File: config.mk
export PLATFORM = sky130hd
export DESIGN_NAME = sdram_burst_colgen
export DESIGN_NICKNAME = d
export VERILOG_FILES = /design/src/rtl/colgen_pkg.sv /design/src/rtl/colgen_len_decode.sv /design/src/rtl/colgen_beat_ctrl.sv /design/src/rtl/colgen_addr_map.sv /design/src/rtl/sdram_burst_colgen.sv
export SDC_FILE = /design/constraint.sdc
export NUM_CORES = 1
export LEC_CHECK = 0
export BUFFER_PORTS_ARGS = -buffer_cell sky130_fd_sc_hd__buf_2
export CORE_MARGIN = 5
export CORE_UTILIZATION = 50
export CTS_CLUSTER_SIZE = 8
export DETAILED_ROUTE_END_ITERATION = 10
export PLACE_DENSITY = 0.7
export SYNTH_ARGS = -nofsm -noshare
export SYNTH_HDL_FRONTEND = slang
export SYNTH_SLANG_ARGS = --single-unit
File: constraint.sdc
create_clock -name clk -period 2.3 [get_ports clk]
set_input_delay 0.115 -clock clk [delete_from_list [all_inputs] [get_ports clk]]
set_output_delay 0.115 -clock clk [all_outputs]
set_load 0.01 [all_outputs]
File: src/rtl/colgen_pkg.sv
package colgen_pkg;

  // Length code: low bits give log2 of a fixed length, top bit selects full page.
  localparam int unsigned BL_CODE_W   = 3;
  localparam int unsigned FIXED_LOG_W = BL_CODE_W - 1;

  typedef enum logic {
    ORD_SEQ = 1'b0,
    ORD_ILV = 1'b1
  } order_e;

endpackage

File: src/rtl/colgen_len_decode.sv
module colgen_len_decode
  import colgen_pkg::*;
#(
  parameter int unsigned COL_W = 9
) (
  input  logic [BL_CODE_W-1:0] bl_code,
  output logic [COL_W-1:0]     len_mask,
  output logic                 full_page
);

  logic [FIXED_LOG_W-1:0] log_len;

  assign full_page = bl_code[BL_CODE_W-1];
  assign log_len   = bl_code[FIXED_LOG_W-1:0];

  // Bit k of the mask is set when it lies inside the wrap group.
  for (genvar k = 0; k < COL_W; k++) begin : g_mask
    assign len_mask[k] = full_page | (k < int'(log_len));
  end

endmodule

File: src/rtl/colgen_beat_ctrl.sv
module colgen_beat_ctrl
  import colgen_pkg::*;
#(
  parameter int unsigned COL_W = 9
) (
  input  logic             clk,
  input  logic             rst_n,
  input  logic             start,
  input  logic             stop,
  input  logic [COL_W-1:0] start_col,
  input  logic [COL_W-1:0] mask_in,
  input  logic             full_page_in,
  input  order_e           order_in,
  output logic             active,
  output logic [COL_W-1:0] beat,
  output logic [COL_W-1:0] base_q,
  output logic [COL_W-1:0] mask_q,
  output logic             full_page_q,
  output order_e           order_q,
  output logic             final_beat
);

  logic finish_evt;

  // Final beat of a fixed burst: the counter has reached the group size minus one.
  assign final_beat = active & ~full_page_q & (beat == mask_q);
  assign finish_evt = active & (stop | final_beat);

  always_ff @(posedge clk) begin
    if (!rst_n) begin
      active      <= 1'b0;
      beat        <= '0;
      base_q      <= '0;
      mask_q      <= '0;
      full_page_q <= 1'b0;
      order_q     <= ORD_SEQ;
    end else if (start) begin
      active      <= 1'b1;
      beat        <= '0;
      base_q      <= start_col;
      mask_q      <= mask_in;
      full_page_q <= full_page_in;
      order_q     <= order_in;
    end else if (finish_evt) begin
      active <= 1'b0;
      beat   <= '0;
    end else if (active) begin
      beat <= beat + COL_W'(1);
    end
  end

endmodule

File: src/rtl/colgen_addr_map.sv
module colgen_addr_map
  import colgen_pkg::*;
#(
  parameter int unsigned COL_W = 9
) (
  input  logic             active,
  input  logic [COL_W-1:0] base,
  input  logic [COL_W-1:0] beat,
  input  logic [COL_W-1:0] mask,
  input  logic             full_page,
  input  order_e           order,
  output logic [COL_W-1:0] addr
);

  function automatic logic [COL_W-1:0] wrap_addr(
    input logic [COL_W-1:0] b, input logic [COL_W-1:0] i, input logic [COL_W-1:0] m);
    logic [COL_W-1:0] sum;
    sum = b + i;
    return (b & ~m) | (sum & m);
  endfunction

  function automatic logic [COL_W-1:0] xor_addr(
    input logic [COL_W-1:0] b, input logic [COL_W-1:0] i, input logic [COL_W-1:0] m);
    return (b & ~m) | ((b ^ i) & m);
  endfunction

  logic [COL_W-1:0] seq_a;
  logic [COL_W-1:0] ilv_a;
  logic             use_ilv;

  assign seq_a   = wrap_addr(base, beat, mask);
  assign ilv_a   = xor_addr(base, beat, mask);
  // Full page always walks upward.
  assign use_ilv = (order == ORD_ILV) & ~full_page;

  always_comb begin
    if (!active)      addr = '0;
    else if (use_ilv) addr = ilv_a;
    else              addr = seq_a;
  end

endmodule

File: src/rtl/sdram_burst_colgen.sv
module sdram_burst_colgen
  import colgen_pkg::*;
#(
  parameter int unsigned COL_W = 9
) (
  input  logic                 clk,
  input  logic                 rst_n,
  input  logic                 start,
  input  logic [COL_W-1:0]     start_col,
  input  logic [BL_CODE_W-1:0] bl_code,
  input  logic                 interleave,
  input  logic                 stop,
  output logic                 col_valid,
  output logic [COL_W-1:0]     col_addr,
  output logic                 last_beat
);

  logic [COL_W-1:0] dec_mask;
  logic             dec_full;
  logic             burst_on;
  logic [COL_W-1:0] beat_idx;
  logic [COL_W-1:0] base_col;
  logic [COL_W-1:0] grp_mask;
  logic             page_mode;
  order_e           order_sel;
  order_e           order_in;
  logic             at_final;

  assign order_in = interleave ? ORD_ILV : ORD_SEQ;

  colgen_len_decode #(.COL_W(COL_W)) u_dec (
    .bl_code   (bl_code),
    .len_mask  (dec_mask),
    .full_page (dec_full)
  );

  colgen_beat_ctrl #(.COL_W(COL_W)) u_ctrl (
    .clk          (clk),
    .rst_n        (rst_n),
    .start        (start),
    .stop         (stop),
    .start_col    (start_col),
    .mask_in      (dec_mask),
    .full_page_in (dec_full),
    .order_in     (order_in),
    .active       (burst_on),
    .beat         (beat_idx),
    .base_q       (base_col),
    .mask_q       (grp_mask),
    .full_page_q  (page_mode),
    .order_q      (order_sel),
    .final_beat   (at_final)
  );

  colgen_addr_map #(.COL_W(COL_W)) u_map (
    .active    (burst_on),
    .base      (base_col),
    .beat      (beat_idx),
    .mask      (grp_mask),
    .full_page (page_mode),
    .order     (order_sel),
    .addr      (col_addr)
  );

  assign col_valid = burst_on;
  assign last_beat = at_final;

endmodule

# Yosys cells after proc, flatten, opt, wreduce, memory -nomap -nowiden

Cells that the tools add are included.

Output and inout port bits: 11
Flip-flop bits (word level): 25
Word-level logic and storage cells: 36

Eq/ne operators: 1
Order comparisons: 3
Bitwise operators: 17
Reduce and logical (&&, ||, !) cells: 2
Add/sub/neg operators: 2
Mux-type cells: 5

Operators with widths:

| cell                                                                         | count |
|---|---|
| 9-bit AND                                                                    | 3 |
| 9-bit 2-to-1 mux                                                             | 2 |
| 9-bit OR                                                                     | 2 |
| 9-bit by 1-bit adder with 9-bit output (second input constant)               | 1 |
| 9-bit adder                                                                  | 1 |
| 9-bit equality test                                                          | 1 |
| 9-bit NOT                                                                    | 1 |
| 9-bit bitwise XOR                                                            | 1 |
| 1-bit AND                                                                    | 4 |
| 1-bit by 2-bit less-than comparator with 1-bit output (first input constant) | 2 |
| 1-bit OR                                                                     | 4 |
| 1-bit 2-to-1 mux                                                             | 3 |
| 3-bit OR reduction                                                           | 1 |
| 2-bit less-than comparator (first input constant)                            | 1 |
| 1-bit NOT                                                                    | 2 |
| 2-bit nonzero test                                                           | 1 |

# Depth between registers and ports, before layout

Gate-level depths: netlist (run 1).

Depth in word-level cells: 7
Mapped depth: 7
Mapped depth without buffers: 7

# By module

A second synthesis (run 1) with hierarchy kept.

Cells, all modules: 224
Area total of the unflattened synthesis: 1994.4 µm²

Modules (own cells, without submodules):

| module            | area each (µm²) | instances | cells an instance | seq. area each (µm²) |
|---|---|---|---|---|
| colgen_beat_ctrl  | 1352.5          | 1         | 135               | 600.6 |
| colgen_addr_map   | 568.0           | 1         | 79                | 0.0 |
| colgen_len_decode | 73.8            | 1         | 10                | 0.0 |

# Least setup slack after synthesis (run 1)

Ideal clock, no wire load.

Path kind: register to output
Start: register u_ctrl.beat[0]
End: output port col_addr[8]
Stages on the path, launching flop included: 8
Arrival time: 1.760 ns
Setup slack: 0.425 ns
Cell sequence: dfxtp_1 -> ha_1 -> fa_1 -> nand3_1 -> nand2_1 -> a21oi_2 -> mux2i_1 -> mux2i_1

Longest elaborated chain between the ends: 5

RTL lines:

| element                | line                     | text |
|---|---|---|
| from (decl)            | colgen_beat_ctrl.sv:15   | `output logic [COL_W-1:0] beat,` |
| from (signal assigned) | colgen_beat_ctrl.sv:48   | `beat <= beat + COL_W'(1);` |
| 9-bit adder            | colgen_addr_map.sv:18    | `sum = b + i;` |
| 9-bit AND              | colgen_addr_map.sv:19    | `return (b & ~m) \| (sum & m);` |
| 9-bit OR               | colgen_addr_map.sv:19    |  |
| 9-bit 2-to-1 mux       | colgen_addr_map.sv:38    | `else if (use_ilv) addr = ilv_a;` |
| 9-bit 2-to-1 mux       | colgen_addr_map.sv:37    | `if (!active) addr = '0;` |
| to (decl)              | sdram_burst_colgen.sv:14 | `output logic [COL_W-1:0] col_addr,` |

Every way passes these cells.

# Worst setup path in the final report (run 1)

Start: register u_ctrl.beat[7]
End: output port col_addr[8]

The elaborated chain is that of the path after synthesis.

==> impl_metrics.ini, run 1 <==
[placed_design]
hpwlAfterDp_um = 2440
routabilityCongestion = 0.869
port_buffers = 27

[yosys]
yosys.area.top_type = dfxtp_1
syn_area_mm2 = 0.00151
synth-edff-count = 0
synth_top_area_share_pct = 31.9
syn_area_per_cell_um2 = 8.85
ys_ff_latch = 24
synth_ff_type = dfxtp_1
ys_seq_area_share_pct = 31.9
synthArstFlopShare_pct = 0
synth_cell_types = 38
yosys_warnings = 0
ys_top_cells_by_area = dfxtp_1, mux2i_1, ha_1, xor2_1, nor2b_1
syn_nets = 197
syn_inst = 170

[sta]
fin_skew_ps = 2.83
finalCritPeriodShare_pct = 97.2
tightest_slew_ps = 498
rsz0062_at_grt = true
fin_crit_ps = 2240
whs_ps = 48.7
finalSetupViolCount = 0
relSlewSlack_pct = 66.7
report.final.hold_viol_count = 0
final.setup.tns_ps = 0
fmax_mhz = 447
drv_slew = 0

[clock_network]
cts_hold_buffers = 0
htree_levels = 1
cts_tree = yes
numClockSinks = 24
cts_root_buffer = clkbuf_4
clk_latency_ps = 310
path_clk_slew_ps = 130
cts-buffers-inserted = 3
cts_buffer_depth = 2

[worst_setup_path]
cp-end-kind = primary output
cp_common_cell = mux2i_1
r2r-end = u_ctrl.beat[8]
slowest_stage = dfxtp_1
path_buf_inv = 1
crit_family = compound AO/OA/AOI/OAI gates
r2r_start = u_ctrl.active
critical_path_class = flop to primary output
crit_required_ps = 2180
cpPeakStageDelay_ps = 380
worst-path-stages = 7
arrival_ps = 2120
critPathLaunch = u_ctrl.beat[7]
path_cells = ha_1 -> a21o_1 -> a31o_1 -> a21oi_2 -> mux2i_1 -> mux2i_1 -> buf_2
crit_path_end = col_addr[8]
start_kind = flop
crit_path_max_fanout = 5
r2r_cells = 5
reg2reg_slack_ps = 640

[power]
seq_power_share_pct = 51.3
clkPwrFrac_pct = 34.4
combPwrFrac_pct = 14.2
switching_share_pct = 24.5
ir_drop_uv = 322
p_leak_nw = 0.786
p_switching_mw = 0.217
cellPowerDensity_mw_per_mm2 = 502
intPower_mw = 0.669

[floorplan]
dieWidth_um = 64.9
design.die.area_mm2 = 0.00421
initial_utilization_pct = 50.5
ios = 28
core_mm2 = 0.00298
die_y_um = 64.9
row_count = 20

[detailed_routing]
first_iter_violations = 66
via_per_inst = 5.72
vias = 1322
drcViolationCount = 0
drtAntennaViolNets = 0
dr.pass1.iters = 4
wirelength_um = 3220
wl_per_cell_um = 13.9

[final_layout]
fin_nets = 226
antenna_cells = 0
fin_util_pct = 59.2
area.growth.synth_to_final_pct = 17.1
drive_gt1_share_pct = 26.3
fillers = 284

[global_routing]
grt_max_degree = 20
grt_pass1_vias = 1186
grt_pass1_wl_um = 5230
track_usage_pct = 15.6
grt_antenna_before_repair = 0
gr-total-overflow = 0

[run_status]
status = complete, no violations

[run]
cap_violations = 0

[worst_hold_path]
hold_path_class = input pin to flop
power by group through the flow:
stage	sequential [mW]	combinational (mW)	clock, mW
global placement	0.464	0.121	0
floorplan	0.454	0.0944	0
finish	0.455	0.126	0.305
CTS	0.455	0.126	0.309
global route	0.457	0.140	0.330
detailed placement	0.465	0.125	0
state kept, by name, indices dropped and copies added (netlist names):
signal / flops
u_ctrl.order_q: 1
u_ctrl.full_page_q: 1
u_ctrl.base_q: 9
u_ctrl.beat: 9
u_ctrl.active: 1
u_ctrl.mask_q: 3
layout by cell type (no fill, tap or decap), types with 7 or more instances in the layout:
cell     count
xor2_1       9
nor2b_1     12
a21oi_1      9
o21ai_0      7
ha_1         7
dfxtp_1     19
nand2_1     13
mux2i_1     17
buf_2       27
nor2_1      19
timing repair:
| action | CTS | global route |
|---|---|---|
| cloned | 0 | 0 |
| resized for setup | 5 | 9 |
| setup endpoints to repair | 1 | 3 |
| buffers inserted | 1 | 1 |
cells in the mapped netlist (2+ instances only):
master / number
a211oi_1: 3
a21o_1: 3
a21oi_1: 10
a21oi_2: 2
buf_2: 3
dfxtp_1: 24
ha_1: 9
mux2i_1: 17
nand2_1: 14
nand2b_1: 4
nand3_1: 4
nand4_1: 4
nor2_1: 19
nor2b_1: 12
nor3_1: 2
o21ai_0: 7
xnor2_1: 4
xor2_1: 9
worst min-delay path: cells and delay by family:
kind	cells	cell delay, ps
and+or+nand+nor	1	90
muxes	1	50
buffers and inverters	1	80
per-layer routing:
metal | global-route usage (%) | vias up | share of wire, %
li1 | - | 662 | -
met1 | 19.7 | 618 | 44
met2 | 25.7 | 35 | 49
met3 | 3.64 | 7 | 5.4
met4 | 6.07 | 0 | 1.5
met5 | 0 | - | 0
per-stage QoR:
stage	power [mW]	worst slack (ps)	instance area (µm²)	cells
after floorplan	0.549	425	1510	170
after global placement	0.585	313	1660	225
after detailed placement	0.590	288	1660	225
after CTS	0.890	5.76	1730	230
after global routing	0.927	-69.2	1760	231
final	0.886	64.6	1760	231
area by class of cell:
| class | count | area, µm² | area share, % |
|---|---|---|---|
| Inverter | 2 | 7.51 | 0.426 |
| Tap cell | 33 | 41.3 | 2.34 |
| Multi-Input combinational cell | 139 | 1020 | 57.8 |
| Clock buffer | 3 | 22.5 | 1.28 |
| Timing Repair Buffer | 29 | 150 | 8.52 |
| Sequential cell | 24 | 492 | 27.9 |
| Clock inverter | 1 | 30.0 | 1.70 |
worst min path at each step:
stage                             from                to  slack [ps]  depth (start not counted)
after global routing      start_col[0]  u_ctrl.base_q[0]          40                          3
after floorplan                  rst_n  u_ctrl.base_q[2]         240                          1
after detailed placement  start_col[2]  u_ctrl.base_q[2]         380                          3
final                     start_col[2]  u_ctrl.base_q[2]          50                          3
after global placement    start_col[3]  u_ctrl.base_q[3]         370                          3
after CTS                 start_col[2]  u_ctrl.base_q[2]          40                          3
cell families after synthesis:
logic type / synth area share [%]
and+or+nand+nor: 23.1
AOI/OAI and AO/OA: 15.0
DFF: 31.9
muxes: 11.3
xor gates and xnor gates: 7.56
adders and majority gates: 8.81
buffers and inverters: 2.24
(Power assumes the default switching activity.)
==> run 2: changes to the inputs <==
--- a/config.mk
+++ b/config.mk
@@ -5,6 +5,7 @@
 export SDC_FILE = /design/constraint.sdc
 export NUM_CORES = 1
 export LEC_CHECK = 0
+export ABC_AREA = 1
 export BUFFER_PORTS_ARGS = -buffer_cell sky130_fd_sc_hd__buf_2
 export CORE_MARGIN = 5
 export CORE_UTILIZATION = 50
==> run 2 against run 1 <==
- highest routed layer unchanged
- clock power fell by 39%
- synthesized cell count grew 29%
- clock-buffer cell count did not move
- core utilization up 2.0 points
- sequential power about the same
- global-route usage grew 2.4 points
- combinational power increased by 10%
- non-clock buffer count up 5
- the run now ends with hold timing left
- cell area rose by 5.0%
- critical endpoint unchanged
- largest cell class unchanged
==> impl_metrics.ini, run 2 <==
[run_status]
status = finished with violations
violations = hold timing

[yosys]
synthArstFlopShare_pct = 0
syn_area_per_cell_um2 = 7.06
synth_commonest_cells = nand2_1, inv_1, dfxtp_1
synth.most_common_cell = nand2_1
yosys_warnings = 0
ys_top_cells_by_area = dfxtp_1, nand2_1, inv_1, ha_1, nand3_1
ys_ff_latch = 24
yosys.area.top_type = dfxtp_1
syn_area_mm2 = 0.00155
synth-edff-count = 0
synth_cell_types = 34
synth_top_area_share_pct = 30.9
ys_seq_area_share_pct = 30.9
syn_nets = 247
synth_ff_type = dfxtp_1
syn_inst = 220

[detailed_routing]
via_per_inst = 4.99
dr.pass1.iters = 4
vias = 1488
wl_per_cell_um = 11.5
first_iter_violations = 84
drcViolationCount = 0
drtAntennaViolNets = 0
wirelength_um = 3420

[final_layout]
drive_gt1_share_pct = 24.8
fillers = 311
final_cell_mix = nand2_1, inv_1, buf_2
largestRegisters = u_ctrl.base_q x9, u_ctrl.beat x9, u_ctrl.mask_q x3
area.growth.synth_to_final_pct = 19.3
antenna_cells = 0
fin_area_mm2 = 0.00185
final_common_cell = nand2_1
fin_nets = 283

[placed_design]
hpwlAfterDp_um = 2740
routabilityCongestion = 0.819
dpl_cell_area_mm2 = 0.00174
port_buffers = 27

[sta]
finalSetupViolCount = 0
relSlewSlack_pct = 68.2
tightest_slew_ps = 476
fin_skew_ps = 3.28
whs_ps = -1.53
fmax_mhz = 455
finalCritPeriodShare_pct = 95.6
report.final.hold_viol_count = 1
rsz0062_at_grt = true
drv_slew = 0
fin_crit_ps = 2200
final.setup.tns_ps = 0

[floorplan]
row_count = 20
initial_utilization_pct = 51.3
die_y_um = 65.7
dieWidth_um = 65.7
ios = 28
design.die.area_mm2 = 0.00432
core_mm2 = 0.00303

[power]
p_total_mw = 0.779
cellPowerDensity_mw_per_mm2 = 421
p_leak_nw = 0.898
ir_drop_uv = 289

[worst_setup_path]
crit_path_max_fanout = 4
arrival_ps = 2080
crit_required_ps = 2180
start_kind = flop
critical_path_class = flop to primary output
cp-end-kind = primary output

[global_routing]
grtUsageMet3_pct = 3.25
grt.busiest_layer = met2
use_met1_pct = 23.5
grt_pass1_vias = 1447
grt_antenna_before_repair = 0
grt_max_degree = 13
gr-total-overflow = 0
grt.met2_usage_pct = 29.7
track_usage_pct = 18.0
grt_pass1_wl_um = 6170

[clock_network]
path_clk_slew_ps = 130
numClockSinks = 24
cts-buffers-inserted = 3
cts_tree = yes
cts_buffer_depth = 2
clk_latency_ps = 310
cts_root_buffer = clkbuf_4
htree_levels = 1

[worst_hold_path]
hold_path_class = input pin to flop

[run]
cap_violations = 0
==> run 2: cell count changes in the layout (fill, tap and decap cells not counted), sizes merged, moves of 4 or more <==
cell,delta
o21ai,+8
a21oi,-5
nand2b,-4
nand2,+33
nor2b,-13
nand3,+14
nor2,+4
mux2i,-16
inv,+37
==> run 2: final timing paths <==
| path | slack [ps] | startpoint | endpoint | cells after the start |
|---|---|---|---|---|
| setup / recovery | 100 | u_ctrl.beat[0] | col_addr[8] | 10 |
| hold reg to reg | 520 | u_ctrl.base_q[2] | u_ctrl.base_q[2] | 2 |
| setup reg to reg | 810 | u_ctrl.beat[1] | u_ctrl.beat[8] | 7 |
| hold / removal | -2 | start_col[2] | u_ctrl.base_q[2] | 3 |
==> run 2: cell type report <==
type	instances	area, µm²	area share (%)
multi-input combinational	155	950	51.3
sequential	24	487	26.3
timing repair buffer	34	195	10.5
inverter	38	143	7.70
tap	44	55.1	2.97
clock buffer	3	22.5	1.22
==> run 2: report_power, final <==
part           switching (mW)  internal [mW]  total (mW)
Sequential             0.0203          0.433       0.453
Clock                   0.125         0.0614       0.186
Combinational          0.0790         0.0602       0.139
==> run 2: timing repair <==
item,CTS,global route
hold buffers,3,0
setup buffers,0,2
setup endpoints to repair,1,2
resized for setup,2,12
pin swaps,0,6
hold endpoints to repair,3,0
==> run 2: cell families (layout without fill, tap and decap cells) <==
kind of cell	Yosys count	in the layout	synth area share [%]
AND/OR/NAND/NOR	99	99	30.6
buffers and inverters	41	75	10.5
AO/OA/AOI/OAI	36	36	13.7
flip-flops	24	24	30.9
adder cells (fa/ha/maj)	10	10	8.54
XOR/XNOR	9	9	5.08
multiplexers	1	1	0.645
==> run 2: worst max-delay path, stage by stage, from the launching register on <==
cell,delay (ps)
dfxtp_4,380
ha_4,160
fa_2,380
nand3_2,110
nand3_2,100
nand2_2,100
nand3_1,100
nand4_1,120
nand2_1,60
nor2_1,110
buf_2,140
==> run 2: metrics by stage <==
stage | util, % | setup slack (ps) | cells | hold WS, ps
after floorplan | - | 511 | 220 | 215
after global placement | 57.4 | 375 | 290 | 316
after detailed placement | 57.4 | 303 | 290 | 321
after CTS | 59.3 | 22.1 | 296 | 4.66
after global routing | 61.2 | -59.6 | 298 | 8.84
final | 61.2 | 102 | 298 | -1.53
==> run 2: routing by layer <==
layer | part of all wire, % | up-vias
li1 | - | 786
met1 | 47 | 661
met2 | 46 | 32
met3 | 4.1 | 9
met4 | 1.9 | 0
met5 | 0 | -
==> run 3: changes to the inputs <==
--- a/config.mk
+++ b/config.mk
@@ -11,6 +11,7 @@
 export CORE_UTILIZATION = 50
 export CTS_CLUSTER_SIZE = 8
 export DETAILED_ROUTE_END_ITERATION = 10
+export GPL_TIMING_DRIVEN = 0
 export PLACE_DENSITY = 0.7
 export SYNTH_ARGS = -nofsm -noshare
 export SYNTH_HDL_FRONTEND = slang
==> run 3 against run 2 <==
- the flow now finishes without violations
- final cell count up 3.0%
- non-clock buffer count increased by 8
- sequential power down 0.9%
- largest power group unchanged
==> impl_metrics.ini, run 3 (synthesis results as in run 2) <==
[detailed_routing]
first_iter_violations = 60
wirelength_um = 3510
via_per_inst = 4.84
dr.pass1.iters = 4
drtAntennaViolNets = 0
vias = 1487
wl_per_cell_um = 11.4
drcViolationCount = 0

[worst_setup_path]
cp_common_cell = nand2_1
slowest_stage = dfxtp_4
critical_path_class = flop to primary output
r2r_start = u_ctrl.beat[1]
crit_path_max_fanout = 4
crit_required_ps = 2180
path_cells = ha_4 -> fa_2 -> nand3_4 -> nand3_4 -> nand2_2 -> nand2_1 -> nand2_1 -> nand3_1 -> nand2_1 -> inv_1 -> nor2_1 -> buf_2
cpPeakStageDelay_ps = 400
arrival_ps = 2030
r2r-end = u_ctrl.beat[8]
reg2reg_slack_ps = 900
r2r_cells = 7
start_kind = flop
cp-end-kind = primary output

[worst_hold_path]
hold_path_class = input pin to flop
min_path_cells = 2
hold_end = u_ctrl.mask_q[0]
min_from = start

[placed_design]
hpwlAfterDp_um = 2670
port_buffers = 27
routabilityCongestion = 0.890
dp_cells = 291

[clock_network]
cts-buffers-inserted = 3
htree_levels = 1
numClockSinks = 24
cts_buffer_depth = 2
cts_tree = yes
path_clk_slew_ps = 140
clk_latency_ps = 320
cts_root_buffer = clkbuf_4

[global_routing]
use_met1_pct = 21.3
grt.busiest_layer = met2
grt.met2_usage_pct = 30.9
track_usage_pct = 17.6
grtUsageMet3_pct = 4.44
grt_pass1_vias = 1432
gr-total-overflow = 0
grt_antenna_before_repair = 0
grt_pass1_wl_um = 5970
grt_max_degree = 15

[power]
cellPowerDensity_mw_per_mm2 = 466
p_total_mw = 0.917
ir_drop_uv = 375
p_leak_nw = 0.939

[floorplan]
dieWidth_um = 65.7
core_mm2 = 0.00303
initial_utilization_pct = 51.3
design.die.area_mm2 = 0.00432
ios = 28
row_count = 20
die_y_um = 65.7

[run]
cap_violations = 0

[sta]
fin_crit_ps = 2140
tightest_slew_ps = 425
report.final.hold_viol_count = 0
fmax_mhz = 467
drv_slew = 0
whs_ps = 23.0
finalSetupViolCount = 0
fin_skew_ps = 2.75
finalCritPeriodShare_pct = 93.2
relSlewSlack_pct = 71.7

[final_layout]
antenna_cells = 0
final_cell_mix = nand2_1, inv_1, buf_2
instances_no_fill = 307
fin_nets = 291
area.growth.synth_to_final_pct = 26.8
fillers = 295
drive_gt1_share_pct = 24.0
largestRegisters = u_ctrl.base_q x9, u_ctrl.beat x9, u_ctrl.mask_q x3
final_common_cell = nand2_1

[run_status]
status = complete, no violations
[run 3: changes by cell type in the layout (fill, tap and decap cells not counted), sizes merged]
cell | previous run | this run
buf | 31 | 32
bufinv | 0 | 1
dlygate4sd3 | 3 | 10
[run 3: per-layer routing]
metal	vias to the layer above	part of all wire (%)
met3	9	3.6
met1	657	45
met4	0	1.7
met2	25	49
met5	-	0
li1	796	-
[run 3: power breakdown]
group	switching, mW	internal (mW)
Sequential	0.0160	0.433
Clock	0.134	0.176
Combinational	0.0871	0.0704
Total	0.237	0.680
[run 3: through the flow]
step           worst slack [ps]  area (µm²)  utilization [%]  setup TNS [ps]
4_1_cts                    11.5        1910             63.0               0
5_1_grt                   -4.86        1970             65.0           -4.86
6_report                    157        1970             65.0               0
2_1_floorplan               511        1550                -               0
3_3_place_gp                310        1740             57.6               0
3_5_place_dp                272        1740             57.6               0
[run 3: worst max-delay path by stage]
stage	from	to	slack, ps	depth (start not counted)
after floorplan	u_ctrl.beat[0]	col_addr[8]	510	11
after global placement	u_ctrl.beat[0]	col_addr[8]	310	12
after detailed placement	u_ctrl.beat[0]	col_addr[8]	270	12
after CTS	u_ctrl.beat[0]	col_addr[8]	10	12
after global routing	u_ctrl.beat[0]	col_addr[8]	-5	12
final	u_ctrl.beat[0]	col_addr[8]	160	12
[run 3: final cells by class]
type,count,area (µm²),area share (%)
multi-input cells,155,962,48.9
clock inverters,1,30.0,1.52
clock buffers,3,22.5,1.14
inverters,38,143,7.24
flip-flops and latches,24,487,24.7
well taps,44,55.1,2.80
plain buffers,3,20.0,1.02
repair buffers,39,250,12.7
[run 3: critical path: cells and delay by family (launching register included)]
family | cells | cell delay [ps]
flip-flops | 1 | 400
adder cells (fa/ha/maj) | 2 | 570
buffers and inverters | 2 | 160
AND/OR/NAND/NOR | 8 | 580
[run 3: repair_timing]
action / CTS / global route
endpoints found under the setup margin: 2 / 3
hold endpoints to repair: 10 / 0
resized for setup: 4 / 11
hold buffers: 10 / 0
buffers inserted: 0 / 2
pin swaps: 0 / 4
